==> config.mk <==
export PLATFORM = sky130hd
export DESIGN_NAME = keylock_regs
export DESIGN_NICKNAME = d
export VERILOG_FILES = /design/src/rtl/keylock_regs_pkg.sv /design/src/rtl/keylock_key_check.sv /design/src/rtl/keylock_capture_ctl.sv /design/src/rtl/keylock_regs.sv
export SDC_FILE = /design/constraint.sdc
export NUM_CORES = 1
export LEC_CHECK = 0
export CAP_MARGIN = 10
export CORE_ASPECT_RATIO = 1.25
export CORE_MARGIN = 3
export CORE_UTILIZATION = 55
export DETAILED_ROUTE_END_ITERATION = 8
export DONT_BUFFER_PORTS = 1
export HOLD_SLACK_MARGIN = 0.06
export PLACE_DENSITY = 0.77
export SYNTH_ARGS = -nofsm -noshare
export SYNTH_HDL_FRONTEND = slang
export SYNTH_HIERARCHICAL = 1
export SYNTH_SLANG_ARGS = --single-unit
==> constraint.sdc <==
create_clock -name clk_i -period 2.2 [get_ports clk_i]
set_input_delay 0.11 -clock clk_i [delete_from_list [all_inputs] [get_ports clk_i]]
set_output_delay 0.11 -clock clk_i [all_outputs]
set_load 0.03 [all_outputs]
==> src/rtl/keylock_regs_pkg.sv <==
package keylock_regs_pkg;
  localparam int unsigned DATA_W     = 32;
  localparam int unsigned STATUS_IDX = 2;
  localparam int unsigned CTRL_IDX   = 14;
  localparam int unsigned KEY0_IDX   = 16;
  localparam int unsigned KEY1_IDX   = 17;
  localparam logic [DATA_W-1:0] SIGNATURE = 32'hA5A5_A5A0;

  typedef enum logic [2:0] {
    SEL_NONE,
    SEL_STATUS,
    SEL_CTRL,
    SEL_KEY0,
    SEL_KEY1
  } reg_sel_e;
endpackage

==> src/rtl/keylock_key_check.sv <==
module keylock_key_check
  import keylock_regs_pkg::*;
#(
  parameter logic [DATA_W-1:0] KEY0 = 32'h6413_81F6,
  parameter logic [DATA_W-1:0] KEY1 = 32'h0000_0000
) (
  input  logic              clk_i,
  input  logic              rst_ni,
  input  logic              we0_i,
  input  logic              we1_i,
  input  logic [DATA_W-1:0] wdata_i,
  output logic [DATA_W-1:0] key0_o,
  output logic [DATA_W-1:0] key1_o,
  output logic              unlocked_o
);
  logic [DATA_W-1:0] key0_q, key1_q, key0_d, key1_d;
  logic              unlocked_q;

  assign key0_d = we0_i ? wdata_i : key0_q;
  assign key1_d = we1_i ? wdata_i : key1_q;

  always_ff @(posedge clk_i or negedge rst_ni) begin
    if (!rst_ni) begin
      key0_q     <= '0;
      key1_q     <= '0;
      unlocked_q <= 1'b0;
    end else begin
      key0_q <= key0_d;
      key1_q <= key1_d;
      // compare the pair as it stands after this write
      if (we0_i || we1_i) unlocked_q <= (key0_d == KEY0) && (key1_d == KEY1);
    end
  end

  assign key0_o     = key0_q;
  assign key1_o     = key1_q;
  assign unlocked_o = unlocked_q;

  p_unlock_on_key_write_r5: assert property (@(posedge clk_i) disable iff (!rst_ni)
    !$stable(unlocked_q) |-> $past(we0_i || we1_i));
  p_unlock_implies_match_r4: assert property (@(posedge clk_i) disable iff (!rst_ni)
    unlocked_q |-> (key0_q == KEY0 && key1_q == KEY1));
endmodule

==> src/rtl/keylock_capture_ctl.sv <==
module keylock_capture_ctl (
  input  logic clk_i,
  input  logic rst_ni,
  input  logic ctrl_we_i,
  input  logic start_bit_i,
  input  logic unlocked_i,
  input  logic cap_done_i,
  output logic run_o,
  output logic cap_start_o
);
  logic start_acc, run_q, start_q;

  assign start_acc = ctrl_we_i && start_bit_i && unlocked_i;

  always_ff @(posedge clk_i or negedge rst_ni) begin
    if (!rst_ni) begin
      run_q   <= 1'b0;
      start_q <= 1'b0;
    end else begin
      start_q <= start_acc;
      if (start_acc)                            run_q <= 1'b1;
      else if (ctrl_we_i && !start_bit_i)       run_q <= 1'b0;
      else if (cap_done_i)                      run_q <= 1'b0;
    end
  end

  assign run_o       = run_q;
  assign cap_start_o = start_q;

  p_start_needs_key_r8: assert property (@(posedge clk_i) disable iff (!rst_ni)
    cap_start_o |-> $past(unlocked_i));
  p_start_sets_run_r7: assert property (@(posedge clk_i) disable iff (!rst_ni)
    cap_start_o |-> run_o);
  p_run_rises_on_start_r7: assert property (@(posedge clk_i) disable iff (!rst_ni)
    $rose(run_o) |-> cap_start_o);
endmodule

==> src/rtl/keylock_regs.sv <==
module keylock_regs
  import keylock_regs_pkg::*;
#(
  parameter int unsigned       ADDR_W = 8,
  parameter logic [DATA_W-1:0] KEY0   = 32'h6413_81F6,
  parameter logic [DATA_W-1:0] KEY1   = 32'h0000_0000
) (
  input  logic              clk_i,
  input  logic              rst_ni,
  input  logic              req_valid_i,
  output logic              req_ready_o,
  input  logic              req_write_i,
  input  logic [ADDR_W-1:0] req_addr_i,
  input  logic [DATA_W-1:0] req_wdata_i,
  output logic              rsp_valid_o,
  output logic [DATA_W-1:0] rsp_rdata_o,
  input  logic              trig_i,
  input  logic              cap_done_i,
  output logic              cap_start_o
);
  localparam int unsigned IDX_W = ADDR_W - 2;

  logic [IDX_W-1:0]  idx;
  reg_sel_e          sel;
  logic              wr, rd;
  logic [DATA_W-1:0] key0, key1, status, rdata_d, rdata_q;
  logic              unlocked, run, rvalid_q;

  assign req_ready_o = 1'b1;
  assign idx = req_addr_i[ADDR_W-1:2];
  assign wr  = req_valid_i && req_write_i;
  assign rd  = req_valid_i && !req_write_i;

  always_comb begin
    sel = SEL_NONE;
    if (req_addr_i[1:0] == 2'b00) begin
      if (idx == IDX_W'(STATUS_IDX))    sel = SEL_STATUS;
      else if (idx == IDX_W'(CTRL_IDX)) sel = SEL_CTRL;
      else if (idx == IDX_W'(KEY0_IDX)) sel = SEL_KEY0;
      else if (idx == IDX_W'(KEY1_IDX)) sel = SEL_KEY1;
    end
  end

  keylock_key_check #(.KEY0(KEY0), .KEY1(KEY1)) u_keys (
    .clk_i     (clk_i),
    .rst_ni    (rst_ni),
    .we0_i     (wr && sel == SEL_KEY0),
    .we1_i     (wr && sel == SEL_KEY1),
    .wdata_i   (req_wdata_i),
    .key0_o    (key0),
    .key1_o    (key1),
    .unlocked_o(unlocked)
  );

  keylock_capture_ctl u_cap (
    .clk_i      (clk_i),
    .rst_ni     (rst_ni),
    .ctrl_we_i  (wr && sel == SEL_CTRL),
    .start_bit_i(req_wdata_i[0]),
    .unlocked_i (unlocked),
    .cap_done_i (cap_done_i),
    .run_o      (run),
    .cap_start_o(cap_start_o)
  );

  always_comb begin
    status    = SIGNATURE;
    status[0] = unlocked;
    status[1] = trig_i;
    status[3] = cap_done_i;
  end

  always_comb begin
    unique case (sel)
      SEL_STATUS: rdata_d = status;
      SEL_CTRL:   rdata_d = {{(DATA_W-1){1'b0}}, run};
      SEL_KEY0:   rdata_d = key0;
      SEL_KEY1:   rdata_d = key1;
      default:    rdata_d = '0;
    endcase
  end

  always_ff @(posedge clk_i or negedge rst_ni) begin
    if (!rst_ni) begin
      rvalid_q <= 1'b0;
      rdata_q  <= '0;
    end else begin
      rvalid_q <= rd;
      if (rd) rdata_q <= rdata_d;
    end
  end

  assign rsp_valid_o = rvalid_q;
  assign rsp_rdata_o = rdata_q;

  p_rsp_after_read_r11: assert property (@(posedge clk_i) disable iff (!rst_ni)
    (req_valid_i && !req_write_i) |=> rsp_valid_o);
  p_no_rsp_without_read_r11: assert property (@(posedge clk_i) disable iff (!rst_ni)
    !(req_valid_i && !req_write_i) |=> !rsp_valid_o);
  p_status_signature_r3: assert property (@(posedge clk_i) disable iff (!rst_ni)
    (rd && sel == SEL_STATUS) |=> ((rsp_rdata_o & 32'hFFFF_FFF4) == SIGNATURE));
endmodule

# After elaboration in Yosys (flattened, before gate mapping)
# Index checks and enable logic that the tools add are counted.
[classes]
n_reduce_logical = 15
magnitude_cmp = 0
div_mod_pow = 0
shift = 0
n_mul = 0
addsub = 0
n_eq_ne = 9
bitwise = 0
n_mux = 11
[ops]
columns = ["cell", "count"]
rows = [
  ["$pmux W32 S4", 1],
  ["$mux W32", 2],
  ["$eq A32 B31 Y1 const B", 1],
  ["$logic_not A32 Y1", 1],
  ["$mux W3", 5],
  ["$eq A6 B5 Y1 const B", 2],
  ["$logic_and A1 B1 Y1", 9],
  ["$eq A3 B2 Y1 const B", 2],
  ["$eq A6 B2 Y1 const B", 1],
  ["$eq A6 B4 Y1 const B", 1],
  ["$eq A3 B1 Y1 const B", 1],
  ["$eq A3 B3 Y1 const B", 1],
  ["$mux W1", 3],
  ["$reduce_bool A3 Y1", 1],
  ["$logic_not A1 Y1", 2],
  ["$logic_not A2 Y1", 1],
  ["$logic_or A1 B1 Y1", 1],
]
[totals]
mem_count = 0
latchBits = 0
register_bits = 100
mem_bits_rw = 0
output_inout_bits = 35
wordCells = 42
rom_bits = 0
inputBits = 46

# Logic depth before layout (Yosys ltp)
[logic_depth]
depth_word = 11
ltp_mapped = 12

# Cells and area by module
# Netlist, hierarchy kept.
[by_module_without_submodules]
columns = ["mod", "area_each_um2", "cells_each", "n_inst"]
rows = [
  ["keylock_key_check", 2760.1, 196, 1],
  ["keylock_regs", 1785.5, 184, 1],
  ["keylock_capture_ctl", 77.6, 7, 1],
]

# Worst setup path after synthesis
# Ideal clock, no wire load.
[synth_path]
path_type = "input port to flip-flop"
start = "input req_addr_i[3]"
end = "register u_keys.key0_q[12], in the netlist u_keys/key0_o[12]"
path_slack_ns = -0.357
setup_ns = 0.125
path_stages = 9
t_required_ns = 2.075
n_path_buf = 4
arrival_time_ns = 2.432
cell_sequence = "nor4b_2 > and2b_1 > buf_6 > or4b_1 > nor2_1 > buf_2 > buf_1 > buf_2 > mux2_2"
[synth_via]
elab_chain_len = 9
[synth_lines]
columns = ["element", "line", "source"]
rows = [
  ["start, declared", "keylock_regs.sv:13", "input logic [ADDR_W-1:0] req_addr_i,"],
  ["$eq A6 B5 Y1", "keylock_regs.sv:40", "else if (idx == IDX_W'(KEY1_IDX)) sel = SEL_KEY1;"],
  ["$mux W3", "keylock_regs.sv:40", ""],
  ["$mux W3", "keylock_regs.sv:39", "else if (idx == IDX_W'(KEY0_IDX)) sel = SEL_KEY0;"],
  ["$mux W3", "keylock_regs.sv:38", "else if (idx == IDX_W'(CTRL_IDX)) sel = SEL_CTRL;"],
  ["$mux W3 (*)", "keylock_regs.sv:37", "if (idx == IDX_W'(STATUS_IDX)) sel = SEL_STATUS;"],
  ["$mux W3 (*)", "keylock_regs.sv:36", "if (req_addr_i[1:0] == 2'b00) begin"],
  ["$eq A3 B2 Y1 (*)", "keylock_regs.sv:47", ".we0_i (wr && sel == SEL_KEY0),"],
  ["$logic_and A1 B1 Y1 (*)", "keylock_regs.sv:47", ""],
  ["$mux W32 (*)", "keylock_key_check.sv:19", "assign key0_d = we0_i ? wdata_i : key0_q;"],
  ["named net u_keys.key0_d[12]", "keylock_key_check.sv:16", "logic [DATA_W-1:0] key0_q, key1_q, key0_d, key1_d;"],
  ["end signal, assigned", "keylock_key_check.sv:28", "key0_q <= key0_d;"],
  ["end, declared", "keylock_key_check.sv:16", ""],
]
# The timed path passes the listed nets; every way through them passes the cells marked *.
# A chain may end at the register's enable or synchronous reset.

# Worst setup path in the final report
[layout_path]
start = "input req_addr_i[3]"
end = "register u_keys.unlocked_q, in the netlist u_keys/unlocked_o"
[layout_via]
elab_chain_len = 11
[layout_lines]
columns = ["element", "line", "source"]
rows = [
  ["$eq A6 B5 Y1", "keylock_regs.sv:40", ""],
  ["$mux W3", "keylock_regs.sv:40", ""],
  ["$mux W3", "keylock_regs.sv:39", ""],
  ["$mux W3", "keylock_regs.sv:38", ""],
  ["$mux W3 (*)", "keylock_regs.sv:37", ""],
  ["$mux W3 (*)", "keylock_regs.sv:36", ""],
  ["$eq A3 B3 Y1 (*)", "keylock_regs.sv:48", ".we1_i (wr && sel == SEL_KEY1),"],
  ["$logic_and A1 B1 Y1 (*)", "keylock_regs.sv:48", ""],
  ["$mux W32 (*)", "keylock_key_check.sv:20", "assign key1_d = we1_i ? wdata_i : key1_q;"],
  ["named net u_keys.key1_d[31]", "keylock_key_check.sv:16", ""],
  ["$logic_not A32 Y1 (*)", "keylock_key_check.sv:31", "if (we0_i || we1_i) unlocked_q <= (key0_d == KEY0) && (key1_d == KEY1);"],
  ["$logic_and A1 B1 Y1 (*)", "keylock_key_check.sv:31", ""],
  ["end signal, assigned", "keylock_key_check.sv:31", ""],
  ["end, declared", "keylock_key_check.sv:17", "logic unlocked_q;"],
]
# Marks and branches as above.

==> results.txt <==
* Number of global-route vias before repair: 3487
- Chip height: 108.5 um
* Number of enable flip-flop cells after synthesis: 0
- Highest-utilization routing layer at the global route stage: met2
- Endpoint class of the critical path: register
- Number of slew-limit violations in the final report: 0
* Portion of the clock cycle consumed by the worst path in the final layout: 95.08%
* Number of hold-slack violations in the final timing report: 100
- Critical path launch point type: input port
- Grt met1 use: 34.75%
* Remaining design rule violation count: 0
* Type of the tightest min-delay check: input port to asynchronous set/reset pin
- Buffers inserted to repair hold after CTS numbered 40.
- In the final routed layout, each cell accounts on average for 22.64 um.
- Walking the worst path, the cells encountered are nor4b_4 -> and2b_1 -> or4b_4 -> nor2_4 -> mux2_2 -> nor4_1 -> o21ai_1 -> nand4bb_1 -> o21ai_1.
* Post-layout nets: 477
- The clock net in this run drives a total of 100 sinks.
- Endpoint arrival time on the critical path: 2.40 ns
- The worst path meets setup with 0.1082 ns of slack.
* Syn_nets: 433
- The worst register-to-register path ends at u_keys/unlocked_o.
- Derived from the worst setup path, the maximum achievable clock frequency is 0.4781 GHz.
- The synthesized netlist occupies a cell area of 4623 sq um.
- sky130_fd_sc_hd__dfrtp_1 is the most common cell in the netlist.
* Die W: 88.01 um
* #FFs+latches synth: 100
- Total via count in the routed design: 3326
- Detailed placement finished with a half-perimeter wire length of 7861 um.
- Clock tree synthesis inserted a total of 9 buffers.
- Area leader, netlist: sky130_fd_sc_hd__dfrtp_1
- Unrepaired setup endpoints after global routing: false
- At the end of routability-driven placement, the weighted congestion stood at 0.9773.
- The initial antenna violation count was 0.
- Ratio of total power to cell area: 645.4 nW/um^2
- The analysis attributes to cell leakage a power of 2.491 nW.
- In this run the critical register-to-register path is launched from u_keys/key1_o[19].
* Floorplan core area: 7973 sq um
* Worst skew pair latency: 0.38 ns
- The worst setup path is of the input port to register kind.
- Largest voltage drop on the vdd net: 0.4223 mV
* Post-CTS setup-driven buffer insertion count: 0
- Number of distinct library cell variants in the gate-level netlist after synthesis: 42
- Setup violations remaining at the end of the flow were counted as 0.
- Final Routed Wirelength: 12000 um
- The average instance in the mapped netlist occupies 11.95 sq um.
* Proportion of synthesized flip-flops having asynchronous set or reset: 100.0%
- Delay contributed by the slowest stage of the critical path: 0.53 ns
- The clock arrives with 0.008640 ns of skew.
* Area added between synthesis and finish: 17.32%
- After technology mapping, the gate count stands at 387.
- Worst Hold Slack: -0.5768 ns
- At the pin with the least slew margin, the transition time is 1.024 ns.
- Port Buffers: 0
- The routed design could run at a clock period as short as 2.092 ns.
- Across all register-to-register paths, the minimum setup slack is 0.37 ns.
* Biggest area contributors in the synthesized netlist: sky130_fd_sc_hd__dfrtp_1 54%, sky130_fd_sc_hd__mux2_2 20%, sky130_fd_sc_hd__o21ai_0 3.5%
- Prior to clock tree synthesis, the placed netlist has a worst setup slack of -0.3702 ns.
- I/O pin count: 81
- Pin count of the biggest net entering global routing: 101
* Cell at the root of the clock tree: sky130_fd_sc_hd__clkbuf_8
- The pre-antenna-repair detailed-routing pass consisted of 4 iterations.
* GRT met2 Usage: 42.83%
- The largest individual stage delay along the critical path comes from the cell sky130_fd_sc_hd__or4b_4.
- Main synth FF type: sky130_fd_sc_hd__dfrtp_1
- Std cell rows: 36
- Using the TritonRoute via totals, the vias-per-cell ratio works out to 6.275.
* Top cells by instance count after synthesis: 100 x sky130_fd_sc_hd__dfrtp_1, 81 x sky130_fd_sc_hd__mux2_2, 36 x sky130_fd_sc_hd__nand2_1, 32 x sky130_fd_sc_hd__o21ai_0, 16 x sky130_fd_sc_hd__a21oi_1
* Antenna fix cells: 0
* Post-synth top area share: 54.13%
- Total non-filler cell area in the finished layout: 5424 sq um
- Most frequent cell on the critical path: sky130_fd_sc_hd__o21ai_1
- Cells with a size suffix above 1 make up 27.82% of the layout.
- STA puts the critical path data required time at 2.51 ns.
- Filler cell count in the final layout: 569
* Reg clk slew, reported paths: 0.09 ns
- The initial utilization of the core area, before any placement, comes to 57.99%.
* Post-synthesis sequential area ratio: 54.13%
- Area after detailed placement: 4772 sq um
- Along the worst path, the maximum fanout reaches 6.
- The tool flagged a number of max-cap violations equal to 0.
* Worst r2r path cells: 5
- Detailed Route Iter0 Violations: 211
* Violated checks: hold timing
* Number of antenna-violating nets in the routed design: 0
* Status: finished, violations left
- Die area: 9549 sq um
- In this run the tightest slew margin relative to its limit is 31.51%.
* Yosys warning total: 6
* Buffer depth of the longest clock path: 2
- TritonCTS built the clock tree.
- For this run, the total global-route usage over all layers was measured as 26.58%.
* Htree depth: 3
* Sum of overflow across all layers after global routing: 0
- The first global-routing pass estimated 18800 um of wire.
- Met3 usage in global routing: 7.012%
==> per-stage QoR <==
step / util, % / std cells / hold WS [ns] / TNS [ns] / total power [W]
2_1_floorplan: - / 387 / -0.1856 / -0.6295 / 0.002046
3_3_place_gp: 59.86 / 474 / -0.1823 / -0.3209 / 0.002058
3_5_place_dp: 59.86 / 474 / -0.1819 / -0.3702 / 0.002062
4_1_cts: 67.88 / 529 / -0.5953 / 0 / 0.003517
5_1_grt: 68.03 / 530 / -0.6042 / 0 / 0.003620
6_report: 68.03 / 530 / -0.5768 / 0 / 0.003501
==> what timing repair did <==
action                     in CTS  in global routing
setup endpoints to repair       0                  1
gates resized for setup         0                  2
hold endpoints to repair      184                100
==> power by group <==
group          leakage (nW)  total, W  internal, W  switching [W]
Combinational         0.984  0.000206     0.000120      0.0000866
Clock                 0.116   0.00140     0.000781       0.000615
Sequential             1.39   0.00190      0.00187      0.0000296
Total                  2.49   0.00350      0.00277       0.000732
==> cell usage in the layout, fill, tap and decap left out, types with 2 or more instances in the layout <==
master and n:
sky130_fd_sc_hd__o21ai_1 3, sky130_fd_sc_hd__nor3_1 6, sky130_fd_sc_hd__nand2b_1 3, sky130_fd_sc_hd__inv_1 4, sky130_fd_sc_hd__nor4b_4 2, sky130_fd_sc_hd__nor4_1 13
sky130_fd_sc_hd__mux2_2 79, sky130_fd_sc_hd__nand4_1 7, sky130_fd_sc_hd__bufinv_16 3, sky130_fd_sc_hd__mux2_4 2, sky130_fd_sc_hd__nor2_4 2, sky130_fd_sc_hd__o21ai_0 31
sky130_fd_sc_hd__nand4b_1 4, sky130_fd_sc_hd__nand3_1 3, sky130_fd_sc_hd__a22oi_1 5, sky130_fd_sc_hd__a2bb2oi_1 2, sky130_fd_sc_hd__dlygate4sd3_1 40, sky130_fd_sc_hd__nand2_1 36
sky130_fd_sc_hd__clkbuf_8 10, sky130_fd_sc_hd__nor2_1 10, sky130_fd_sc_hd__a21oi_1 16, sky130_fd_sc_hd__buf_4 15, sky130_fd_sc_hd__or4_1 2, sky130_fd_sc_hd__mux2i_1 15
sky130_fd_sc_hd__dfrtp_1 100
==> critical path: cells and delay by family <==
family	cells	cell delay, ns
and+or+nand+nor	6	1.69
muxes	1	0.37
AOI/OAI and AO/OA	2	0.23
==> flip-flops by register name, summed over array words and instances, names as in the netlist <==
signal             cells
rsp_rdata_o           32
rsp_valid_o            1
u_cap/cap_start_o      1
u_cap/run_o            1
u_keys/key0_o         32
u_keys/key1_o         32
u_keys/unlocked_o      1
==> worst max-delay path by stage <==
stage,start,endpoint,slack (ns),depth (start not counted)
4_1_cts,req_addr_i[3],u_keys/unlocked_o,0.03,9
5_1_grt,req_addr_i[3],u_keys/unlocked_o,0.02,9
3_3_place_gp,req_addr_i[3],u_keys/unlocked_o,-0.32,9
2_1_floorplan,req_addr_i[3],u_keys/unlocked_o,-0.17,11
6_report,req_addr_i[3],u_keys/unlocked_o,0.11,9
3_5_place_dp,req_addr_i[3],u_keys/unlocked_o,-0.37,9
==> final cells by class <==
class                           count  area, sq um  share of cell area (%)
Clock buffer                       11        141.4                   2.607
Tap cell                           95        118.9                   2.191
Clock inverter                      4        97.59                   1.799
Multi-Input combinational cell    261         2036                   37.53
Inverter                            4        15.01                  0.2768
Sequential cell                   100         2502                   46.14
Timing Repair Buffer               55        513.0                   9.458
==> cell families (layout without fill, tap and decap cells) <==
group | Yosys count | in the layout | share of synthesized area [%]
AO/OA/AOI/OAI | 61 | 61 | 7.335
multiplexers | 96 | 96 | 22.98
buffers and inverters | 27 | 74 | 3.004
AND/OR/NAND/NOR | 101 | 102 | 12.29
flip-flops | 100 | 100 | 54.13
XOR/XNOR | 1 | 1 | 0.1895
other | 1 | 1 | 0.08111
==> layer usage <==
metal / wire length, um / vias up
met5: 0 / -
met4: 269 / 0
met3: 860 / 22
met2: 5899 / 134
met1: 4969 / 1673
li1: - / 1497
(Power assumes the default switching activity.)
